## src/rtl/spg_pkg.sv

```systemverilog
package spg_pkg;

    typedef enum logic [1:0] {
        SPG_ONE   = 2'd0,
        SPG_MULTI = 2'd1,
        SPG_RUN   = 2'd2,
        SPG_OFF   = 2'd3
    } spg_mode_e;

    localparam int SPG_MIN_PERIOD = 2;

    function automatic logic spg_can_start(spg_mode_e m);
        return m != SPG_OFF;
    endfunction

    function automatic logic spg_is_run(spg_mode_e m);
        return m == SPG_RUN;
    endfunction

endpackage

```

## src/rtl/spg_req_sync.sv

```systemverilog
module spg_req_sync #(
    parameter int STAGES = 2
) (
    input  logic clk,
    input  logic rst,
    input  logic req_in,
    output logic req_level,
    output logic req_rise
);
    localparam int TOP = STAGES - 1;

    logic [STAGES-1:0] chain_q;
    logic              prev_q;

    always_ff @(posedge clk) begin
        if (rst) begin
            chain_q <= '0;
            prev_q  <= 1'b0;
        end else begin
            chain_q <= {chain_q[STAGES-2:0], req_in};
            prev_q  <= chain_q[TOP];
        end
    end

    assign req_level = chain_q[TOP];
    assign req_rise  = chain_q[TOP] & ~prev_q;

endmodule

```

## src/rtl/spg_burst_ctrl.sv

```systemverilog
module spg_burst_ctrl
    import spg_pkg::*;
#(
    parameter int CNT_W = 8,
    parameter int DIV_W = 8
) (
    input  logic             clk,
    input  logic             rst,
    input  spg_mode_e        mode,
    input  logic [CNT_W-1:0] shots,
    input  logic [DIV_W-1:0] period,
    input  logic             req_level,
    input  logic             req_rise,
    output logic             pulse,
    output logic             active
);
    localparam logic [DIV_W-1:0] PMIN = DIV_W'(SPG_MIN_PERIOD);
    localparam logic [DIV_W-1:0] D1   = DIV_W'(1);
    localparam logic [CNT_W-1:0] C1   = CNT_W'(1);

    typedef struct packed {
        logic             run;
        logic             cont;
        logic [DIV_W-1:0] per;
        logic [DIV_W-1:0] phase;
        logic [CNT_W-1:0] left;
    } burst_t;

    burst_t st_q, st_d;

    logic [DIV_W-1:0] hi_len;
    logic             at_hi_end, at_wrap, run_stop, last_shot;

    assign hi_len    = st_q.per >> 1;
    assign at_hi_end = st_q.phase == hi_len - D1;
    assign at_wrap   = st_q.phase == st_q.per - D1;
    assign run_stop  = st_q.cont && (!spg_is_run(mode) || !req_level);
    assign last_shot = !st_q.cont && at_hi_end && st_q.left == C1;

    always_comb begin
        st_d = st_q;
        if (!st_q.run) begin
            if (req_rise && spg_can_start(mode)) begin
                st_d.run   = 1'b1;
                st_d.cont  = spg_is_run(mode);
                st_d.phase = '0;
                st_d.per   = (period < PMIN) ? PMIN : period;
                unique case (mode)
                    SPG_MULTI: st_d.left = (shots == '0) ? C1 : shots;
                    default:   st_d.left = C1;
                endcase
            end
        end else if (last_shot || (run_stop && (at_hi_end || at_wrap))) begin
            st_d.run = 1'b0;
        end else begin
            if (!st_q.cont && at_hi_end) begin
                st_d.left = st_q.left - C1;
            end
            st_d.phase = at_wrap ? '0 : st_q.phase + D1;
        end
    end

    always_ff @(posedge clk) begin
        if (rst) begin
            st_q <= '0;
        end else begin
            st_q <= st_d;
        end
    end

    assign pulse  = st_q.run && (st_q.phase < hi_len);
    assign active = st_q.run;

endmodule

```

## src/rtl/spg_top.sv

```systemverilog
module spg_top
    import spg_pkg::*;
#(
    parameter int CNT_W       = 8,
    parameter int DIV_W       = 8,
    parameter int SYNC_STAGES = 2
) (
    input  logic             clk,
    input  logic             rst,
    input  logic [1:0]       mode,
    input  logic [CNT_W-1:0] shots,
    input  logic [DIV_W-1:0] period,
    input  logic             req_pin,
    input  logic             req_reg,
    output logic             pulse_out,
    output logic             busy
);
    logic req_level, req_rise;

    spg_req_sync #(.STAGES(SYNC_STAGES)) u_sync (
        .clk       (clk),
        .rst       (rst),
        .req_in    (req_pin | req_reg),
        .req_level (req_level),
        .req_rise  (req_rise)
    );

    spg_burst_ctrl #(.CNT_W(CNT_W), .DIV_W(DIV_W)) u_ctrl (
        .clk       (clk),
        .rst       (rst),
        .mode      (spg_mode_e'(mode)),
        .shots     (shots),
        .period    (period),
        .req_level (req_level),
        .req_rise  (req_rise),
        .pulse     (pulse_out),
        .active    (busy)
    );

endmodule

```

## config.mk

```make
export PLATFORM = sky130hd
export DESIGN_NAME = spg_top
export DESIGN_NICKNAME = d
export VERILOG_FILES = /design/src/rtl/spg_pkg.sv /design/src/rtl/spg_req_sync.sv /design/src/rtl/spg_burst_ctrl.sv /design/src/rtl/spg_top.sv
export SDC_FILE = /design/constraint.sdc
export NUM_CORES = 1
export LEC_CHECK = 0
export BUFFER_PORTS_ARGS = -buffer_cell sky130_fd_sc_hd__buf_4
export CAP_MARGIN = 5
export CELL_PAD_IN_SITES_DETAIL_PLACEMENT = 2
export CELL_PAD_IN_SITES_GLOBAL_PLACEMENT = 2
export CORE_MARGIN = 3
export CORE_UTILIZATION = 38
export CTS_BUF_LIST = sky130_fd_sc_hd__clkbuf_8
export CTS_CLUSTER_DIAMETER = 80
export DETAILED_ROUTE_END_ITERATION = 8
export GPL_TIMING_DRIVEN = 0
export PLACE_DENSITY_LB_ADDON = 0.1
export SLEW_MARGIN = 25
export SYNTH_ARGS = -nofsm -noshare
export SYNTH_HDL_FRONTEND = slang
export SYNTH_SLANG_ARGS = --single-unit
```

## constraint.sdc

```tcl
create_clock -name clk -period 3.9 [get_ports clk]
set_input_delay 0.78 -clock clk [delete_from_list [all_inputs] [get_ports clk]]
set_output_delay 0.78 -clock clk [all_outputs]
set_load 0.03 [all_outputs]
```

# [Word level (Yosys, flattened, before mapping)]
# Cells that the tools add are included.
[totals] regBits=29 input_bits=22 out_inout_bits=2 word_cells=52
[classes] add_sub_neg=4 magnitude_cmp=2 eq_ne=8 mux=10 bitwise_logic=4 reduce_logical=17
[ops] op="2-to-1 mux 8 bit" count=5
[ops] op="2-to-1 mux 16 bit" count=2
[ops] op="2-to-1 mux 26 bit" count=1
[ops] op="== test 8 bit" count=2
[ops] op="subtractor 8 x 1 -> 8 bit (second input constant)" count=2
[ops] op="adder 8 x 1 -> 8 bit (second input constant)" count=1
[ops] op="== test 8 x 1 -> 1 bit (second input constant)" count=1
[ops] op="zero test 8 bit" count=1
[ops] op="< comparator 8 x 2 -> 1 bit (second input constant)" count=1
[ops] op="< comparator 8 x 7 -> 1 bit" count=1
[ops] op="subtractor 7 x 1 -> 8 bit (second input constant)" count=1
[ops] op="logical AND 1 bit" count=6
[ops] op="!= test 2 bit (second input constant)" count=3
[ops] op="AND reduction 2 bit" count=2
[ops] op="zero test 1 bit" count=3
[ops] op="logical OR 1 bit" count=3
[ops] op="AND reduction 3 bit" count=1
[ops] op="== test 2 x 1 -> 1 bit (second input constant)" count=1
[ops] op="== test 2 bit (second input constant)" count=1
[ops] op="2-to-1 mux 1 bit" count=2
[ops] op="inverter 1 bit" count=2
[ops] op="nonzero test 2 bit" count=1
[ops] op="AND 1 bit" count=1
[ops] op="bitwise OR 1 bit" count=1

# [Logic depth before layout (Yosys ltp)]
# Gate-level depths: netlist of the first run.
[logic_depth] depth_word=8 mapped_depth=12 depth_no_buf=9

# [Modules after synthesis]
# Synthesis of the first run repeated with hierarchy kept, for this count alone.
[hier_totals] hier_cells=256 hier_area_um2=2072.0
[modules_own_cells] module="spg_burst_ctrl" n_inst=1 cells_per_inst=248 area_per_inst_um2=1978.1 seq_area_each_um2=520.5
[modules_own_cells] module="spg_req_sync" n_inst=1 cells_per_inst=7 area_per_inst_um2=87.6 seq_area_each_um2=60.1
[modules_own_cells] module="spg_top" n_inst=1 cells_per_inst=1 area_per_inst_um2=6.3 seq_area_each_um2=0.0

# [Worst setup path after synthesis of the first run]
# Ideal clock, no wire load.
[synth_path] kind="register -> output" start="register u_ctrl.st_q, in the netlist u_ctrl.hi_len[1]" end="output pulse_out" arrival_ns=3.175 required_time_ns=3.120 path_slack_ns=-0.055 stages_incl_launch_ff=11 path_buffers=1 cell_sequence="dfxtp_1 > buf_2 > inv_1 > ha_1 > nor2b_1 > o21a_1 > o21a_1 > o21a_1 > o21ai_0 > nand2b_1 > a2111oi_0"
[synth_via] elab_chain_cells=2
[synth_rtl] element="start: declaration" line_no="spg_burst_ctrl.sv:29" rtl="burst_t st_q, st_d;"
[synth_rtl] element="start signal: assignment" line_no="spg_burst_ctrl.sv:67" rtl="st_q <= st_d;"
[synth_rtl] element="< comparator 8 x 7 -> 1 bit" line_no="spg_burst_ctrl.sv:71" rtl="assign pulse = st_q.run && (st_q.phase < hi_len);"
[synth_rtl] element="logical AND 1 bit" line_no="spg_burst_ctrl.sv:71"
[synth_rtl] element="end: declaration" line_no="spg_top.sv:15" rtl="output logic pulse_out,"
# Every way passes these cells.

# [Worst setup path in the final report of the first run]
# Same ends and word-level chain as after synthesis.

==> summary.txt, run 1 <==
Drt
  • Detailed Route WL: 6960 um
  • 1st-iter DRT viols: 55
  • Post-route DRC: 0
  • Vias: 2107
  • Wirelength per Cell: 19.0 um
  • Via-to-Cell Ratio: 5.74
  • Post-route ant nets: 0
  • Pre-Repair DR Iteration Count: 5

STA
  • Final Cycle Share: 90.4%
  • Min Tclk post-route: 3.53 ns
  • Worst Tran Pin Value: 0.707 ns
  • Slew Limit Fails: 0
  • RSZ-0062 raised after global routing: false
  • Setup violators final: 0
  • Final hold violation count: 0
  • Final Skew: 0.00622 ns
  • Relative slew margins: 52.7%
  • Post-Route Setup TNS: 0 ns
  • F_max: 284 MHz

Logic synthesis
  • Dominant cells by area after synthesis: dfxtp_1 (28%), ha_1 (7.2%), xnor2_1 (5.4%)
  • Syn Nets: 301
  • Share of Yosys cell area claimed by the top area cell type: 27.7%
  • Syn_area_per_cell: 7.84 um^2
  • Post-synth ARST share: 0%
  • Mapped cell area: 2090 um^2
  • Number of synthesized register bits: 29
  • Post-synthesis sequential area ratio: 27.7%
  • Main synth FF type: dfxtp_1
  • Synth warnings: 0
  • Mapped Cells: 267
  • Distinct cells, synth: 56
  • Yosys top cell by area: dfxtp_1
  • Post-synth EDFFs: 0

Die
  • FP Rows: 26
  • Chip Height: 80.2 um
  • Full die area: 6440 um^2
  • Placeable Area: 5200 um^2
  • Die width: 80.2 um
  • Top-Level Pins: 24
  • Initial Utilization: 40.2%

Clock network
  • TritonCTS clock tree: yes
  • Clk slew on worst S/H paths: 0.06 ns
  • Hold-fix buffers, CTS: 0
  • Clock buffer depth: 2
  • Root Buffer: clkbuf_8
  • # H-tree levels: 2
  • Clock sinks: 29
  • Number of CTS-inserted buffers: 5
  • Post-CTS Setup Bufs: 0
  • Post_cts resized: 0
  • Worst-Skew Late Latency: 0.29 ns

Worst setup path
  • Maximum fanout along the worst path: 10
  • Reg2reg setup slack: 0.69 ns
  • Setup CP Type: register to primary output
  • CP endpoint kind: primary output
  • CP Data Arrival Time: 2.75 ns
  • Most Frequent Cell on Critical Path: o21a_1
  • RR Endpoint: u_ctrl.st_q[15]
  • Worst-path cell chain: buf_2 -> inv_1 -> ha_1 -> nor2b_1 -> o21a_1 -> o21a_1 -> o21a_1 -> o21ai_0 -> nand2b_1 -> a2111oi_1 -> buf_4
  • Crit Reg-Reg Startpoint: u_ctrl.hi_len[1]
  • Max stage delay on crit path: 0.41 ns
  • Req. time, crit path: 3.12 ns
  • Worst R2R Path Depth: 11
  • Slowest CP cell: a2111oi_1
  • Setup crit start kind: register

Finish
  • Sequential Area: 581 um^2
  • # fillers: 608
  • Area of the multi-input gates: 1360 um^2
  • Commonest non-fill, non-tap cells in the layout: dfxtp_1 (29), buf_4 (24), nand2_1 (24)
  • Final nets: 331
  • Synthesis-to-finish area growth: 16.6%
  • Most common cell after layout, fill and taps aside: dfxtp_1
  • Fraction of layout cells with a size suffix above 1: 16.2%
  • Antenna Cells: 0

GRT
  • Antenna violations before repair: 0
  • Global-route wire length before repair: 11800 um
  • Global Route Usage Sum: 23.7%
  • Total gr overflow: 0
  • Vias in the first global route: 2328
  • Largest net degree at the start of global routing: 11

Power and ir drop
  • Pwr Total: 0.785 mW
  • Peak supply drop: 0.161 mV
  • Pwr/cell area: 322 nW/um^2
  • Leakage power: 0.977 nW

Min path
  • Type of the worst min-delay path: register to register
  • Hold path endpoint: u_sync.chain_q[1]
  • Hold Path Depth: 1
  • Hold_sp: u_sync.chain_q[0]

Placed design
  • GP Congestion: 0.849
  • I/O Buffers: 23
  • DP Wirelength: 5320 um

Job
  • Number of max-cap violations: 0

Run status
  • Outcome: completed
[routing by layer]
| metal | global-route usage (%) | wire length [um] |
|---|---|---|
| met5 | 0 | 0 |
| met4 | 6.59 | 81 |
| met3 | 4.37 | 185 |
| met2 | 40.3 | 3410 |
| met1 | 30.3 | 3280 |
[worst max-delay path by stage]
stage	start	to	slack, ns
floorplan	u_ctrl.hi_len[1]	pulse_out	0.33
global placement	u_ctrl.hi_len[1]	pulse_out	0.73
detailed placement	u_ctrl.hi_len[1]	pulse_out	0.70
CTS	u_ctrl.hi_len[1]	pulse_out	0.36
global route	u_ctrl.hi_len[1]	pulse_out	0.16
finish	u_ctrl.hi_len[1]	pulse_out	0.37
[cells by family (layout without fill, tap and decap cells)]
logic type      Yosys count  count (layout)  share of synthesized area (%)
compound gates           70              70                           22.4
simple gates            102             102                           26.7
fa+ha+maj                12              12                           7.17
flops                    29              29                           27.7
buf+inv                  33              63                           7.17
mux                       1               1                          0.478
xor+xnor                 20              20                           8.37
[worst max-delay path, delay by kind of cell (launching register included)]
kind	cells	cell delay [ns]
buf+inv	3	0.59
simple gates	2	0.22
flops	1	0.31
compound gates	5	1.05
fa+ha+maj	1	0.29
[state kept, by name, indices dropped and copies added, names as in the netlist]
name            cells
u_ctrl.st_q        18
u_ctrl.hi_len       7
u_sync.chain_q      2
u_ctrl.active       1
u_sync.prev_q       1
[power breakdown]
part	switching, mW	internal, mW	total, mW
Clock	0.118	0.137	0.256
Combinational	0.119	0.0879	0.206
Sequential	0.0138	0.309	0.323
[through the flow]
stage          setup slack (ns)  instance area (um^2)  hold slack [ns]  cells  utilization [%]
2_1_floorplan             0.326                  2090            0.414    267                -
3_3_place_gp              0.731                  2350            0.421    360             45.2
5_1_grt                   0.156                  2440            0.457    367             46.9
3_5_place_dp              0.698                  2350            0.427    360             45.2
4_1_cts                   0.363                  2440            0.450    367             46.9
6_report                  0.374                  2440            0.445    367             46.9
[cell type report]
type | instances | share of cell area (%)
timing repair buffer | 23 | 7.07
clock inverter | 1 | 0.154
tap | 70 | 3.59
inverter | 17 | 2.61
multi-input combinational | 205 | 55.9
sequential | 29 | 23.8
clock buffer | 6 | 3.38
buffer | 16 | 3.54
[Yosys cell counts (5+ instances only)]
| master | instances |
|---|---|
| inv_1 | 17 |
| a31oi_1 | 7 |
| buf_2 | 6 |
| xnor2_1 | 13 |
| o21ai_0 | 9 |
| a21oi_1 | 21 |
| dfxtp_1 | 29 |
| nor2b_1 | 7 |
| and3_1 | 6 |
| nor3_1 | 10 |
| xor2_1 | 7 |
| nand2_1 | 24 |
| nor2_1 | 22 |
| nand3_1 | 5 |
| nand2b_1 | 7 |
| clkbuf_1 | 7 |
| ha_1 | 12 |
| a211oi_1 | 6 |
No activity file was read; power rests on OpenSTA's default activity.
==> run 2: changes to the inputs <==
REMOVE_ABC_BUFFERS = 1   (was default)
==> run 2 against run 1 <==
  * Worst setup slack got worse by 0.031 ns
  * Combinational power decreased by 12%
  * Final area decreased by 2.1%
  * Clock power increased by 30%
  * Die area unchanged
  * Global-route usage decreased by 2.5 points
  * Sequential share of layout area increased by 0.50 points
  * Wire length decreased by 11%
==> summary.txt, run 2 (synthesis results as in run 1) <==
Clock network
  • Clock buffer depth: 2 (unchanged)
  • Clk slew on worst S/H paths: 0.07 ns (about the same)
  • Post_cts resized: 0 (unchanged)
  • # H-tree levels: 2 (unchanged)
  • Root Buffer: clkbuf_8
  • Hold-fix buffers, CTS: 0 (unchanged)
  • Worst-Skew Late Latency: 0.28 ns (about the same)
  • Clock sinks: 29 (unchanged)
  • Number of CTS-inserted buffers: 5 (unchanged)
  • Post-CTS Setup Bufs: 0 (unchanged)
  • TritonCTS clock tree: yes

Drt
  • Vias: 1973 (-6.4%)
  • Wirelength per Cell: 17.5 um (-7.6%)
  • 1st-iter DRT viols: 84 (+53%)
  • Detailed Route WL: 6170 um (-11%)
  • Via-to-Cell Ratio: 5.61 (-2.4%)
  • Pre-Repair DR Iteration Count: 4 (-1)
  • Post-route ant nets: 0 (unchanged)
  • Post-route DRC: 0 (unchanged)

STA
  • Relative slew margins: 58.7% (+5.9 points)
  • F_max: 281 MHz (-0.89%)
  • Setup violators final: 0 (unchanged)
  • Final hold violation count: 0 (unchanged)
  • Slew Limit Fails: 0 (unchanged)
  • Worst Tran Pin Value: 0.620 ns (-0.0873 ns)
  • Post-Route Setup TNS: 0 ns (unchanged)
  • Setup ws final: 0.343 ns (-0.0315 ns)
  • Min Tclk post-route: 3.56 ns (+0.0315 ns)
  • RSZ-0062 raised after global routing: false
  • Hold slack final: 0.466 ns (+0.0215 ns)
  • Final Cycle Share: 91.2% (+0.81 points)
  • Final Skew: 0.0110 ns (+0.00478 ns)

Worst setup path
  • Top cell family by delay on the critical path: compound AO/OA/AOI/OAI gates
  • Worst-path cell chain: inv_1 -> ha_1 -> nor2b_1 -> o21a_1 -> o21a_1 -> o21a_1 -> o21ai_0 -> nand2b_1 -> a2111oi_0 -> buf_4
  • CP endpoint kind: primary output
  • Crit path buffers/inverters: 2 (-1)
  • Setup crit start kind: register
  • Req. time, crit path: 3.12 ns (about the same)
  • Slowest CP cell: dfxtp_1
  • CP Data Arrival Time: 2.78 ns (+0.03 ns)
  • Most Frequent Cell on Critical Path: o21a_1
  • Maximum fanout along the worst path: 10 (unchanged)
  • Setup CP Type: register to primary output
  • Max stage delay on crit path: 0.52 ns (+0.11 ns)

Finish
  • Commonest non-fill, non-tap cells in the layout: dfxtp_1 (29), nand2_1 (24), buf_4 (23)
  • # fillers: 603 (-0.82%)
  • Fraction of layout cells with a size suffix above 1: 14.9% (-1.3 points)
  • Antenna Cells: 0 (unchanged)
  • Largest Register: u_ctrl.st_q
  • Post-layout util: 45.9% (-0.96 points)
  • Final nets: 315 (-4.8%)
  • Most common cell after layout, fill and taps aside: dfxtp_1
  • Synthesis-to-finish area growth: 14.2%
  • Post-route insts no fill: 352 (-4.1%)
  • Final Instance Area: 2390 um^2 (-2.1%)
  • Max reg flops: 18 (unchanged)

GRT
  • Antenna violations before repair: 0 (unchanged)
  • Global Route Usage Sum: 21.1% (-2.5 points)
  • Largest net degree at the start of global routing: 25 (+14)
  • Total gr overflow: 0 (unchanged)
  • Global-route wire length before repair: 10600 um (-9.5%)
  • Vias in the first global route: 2130 (-8.5%)

Min path
  • Type of the worst min-delay path: register to register

Power and ir drop
  • Leakage power: 0.934 nW (-4.5%)
  • Peak supply drop: 0.160 mV (-0.78%)
  • Pwr Total: 0.849 mW (+8.2%)
  • Pwr/cell area: 355 nW/um^2 (+10%)

Placed design
  • Place WS: 0.648 ns (-0.0506 ns)
  • DP Wirelength: 4610 um (-13%)
  • Dpl cell area: 2270 um^2 (-3.7%)
  • I/O Buffers: 23 (unchanged)
  • GP Congestion: 0.762 (-10%)
  • Dpl cells: 344 (-4.4%)

Die
  • Top-Level Pins: 24 (unchanged)
  • Placeable Area: 5200 um^2 (unchanged)
  • FP Rows: 26 (unchanged)
  • Chip Height: 80.2 um (unchanged)
  • Initial Utilization: 40.2% (unchanged)
  • Die width: 80.2 um (unchanged)
  • Full die area: 6440 um^2 (unchanged)

Run status
  • Outcome: completed

Job
  • Number of max-cap violations: 0 (unchanged)
run 2: cell types whose count changed in the layout (fill, tap and decap cells not counted), sizes merged:
cell,previous run,this run
bufinv,0,1
inv,18,17
clkinvlp,0,1
buf,32,23
clkbuf,13,6
run 2: metal layers:
metal	global-route usage [%]	vias up	wire length, um
met1	26.8	969	2890
met5	0	-	0
li1	-	976	-
met2	37.2	24	3100
met4	4.05	0	42
met3	4.04	4	137
run 2: worst paths after layout:
kind	from	end	slack (ns)	cells after the start
setup reg to reg	u_ctrl.hi_len[1]	u_ctrl.st_q[11]	0.90	9
hold / removal	u_sync.chain_q[0]	u_sync.chain_q[1]	0.47	1
hold reg to reg	u_sync.chain_q[0]	u_sync.chain_q[1]	0.47	1
setup / recovery	u_ctrl.hi_len[1]	pulse_out	0.34	10
run 2: cell type report:
type,count,area (um^2),area share [%]
Inverter,17,63.8,2.67
Multi-Input combinational cell,205,1370,57.1
Timing Repair Buffer,23,173,7.22
Clock buffer,6,82.6,3.45
Sequential cell,29,581,24.3
Tap cell,70,87.6,3.66
Clock inverter,2,37.5,1.57
run 2: worst register-to-register path: cells and delay by family (launching register included):
kind,cells,cell delay (ns)
fa+ha+maj,1,0.33
simple gates,5,1.56
compound gates,2,0.36
buf+inv,1,0.15
flops,1,0.52
run 2: report_power, final:
group          total, mW  switching, mW  internal [mW]
sequential         0.334         0.0250          0.309
clock              0.334          0.127          0.208
combinational      0.181         0.0987         0.0825
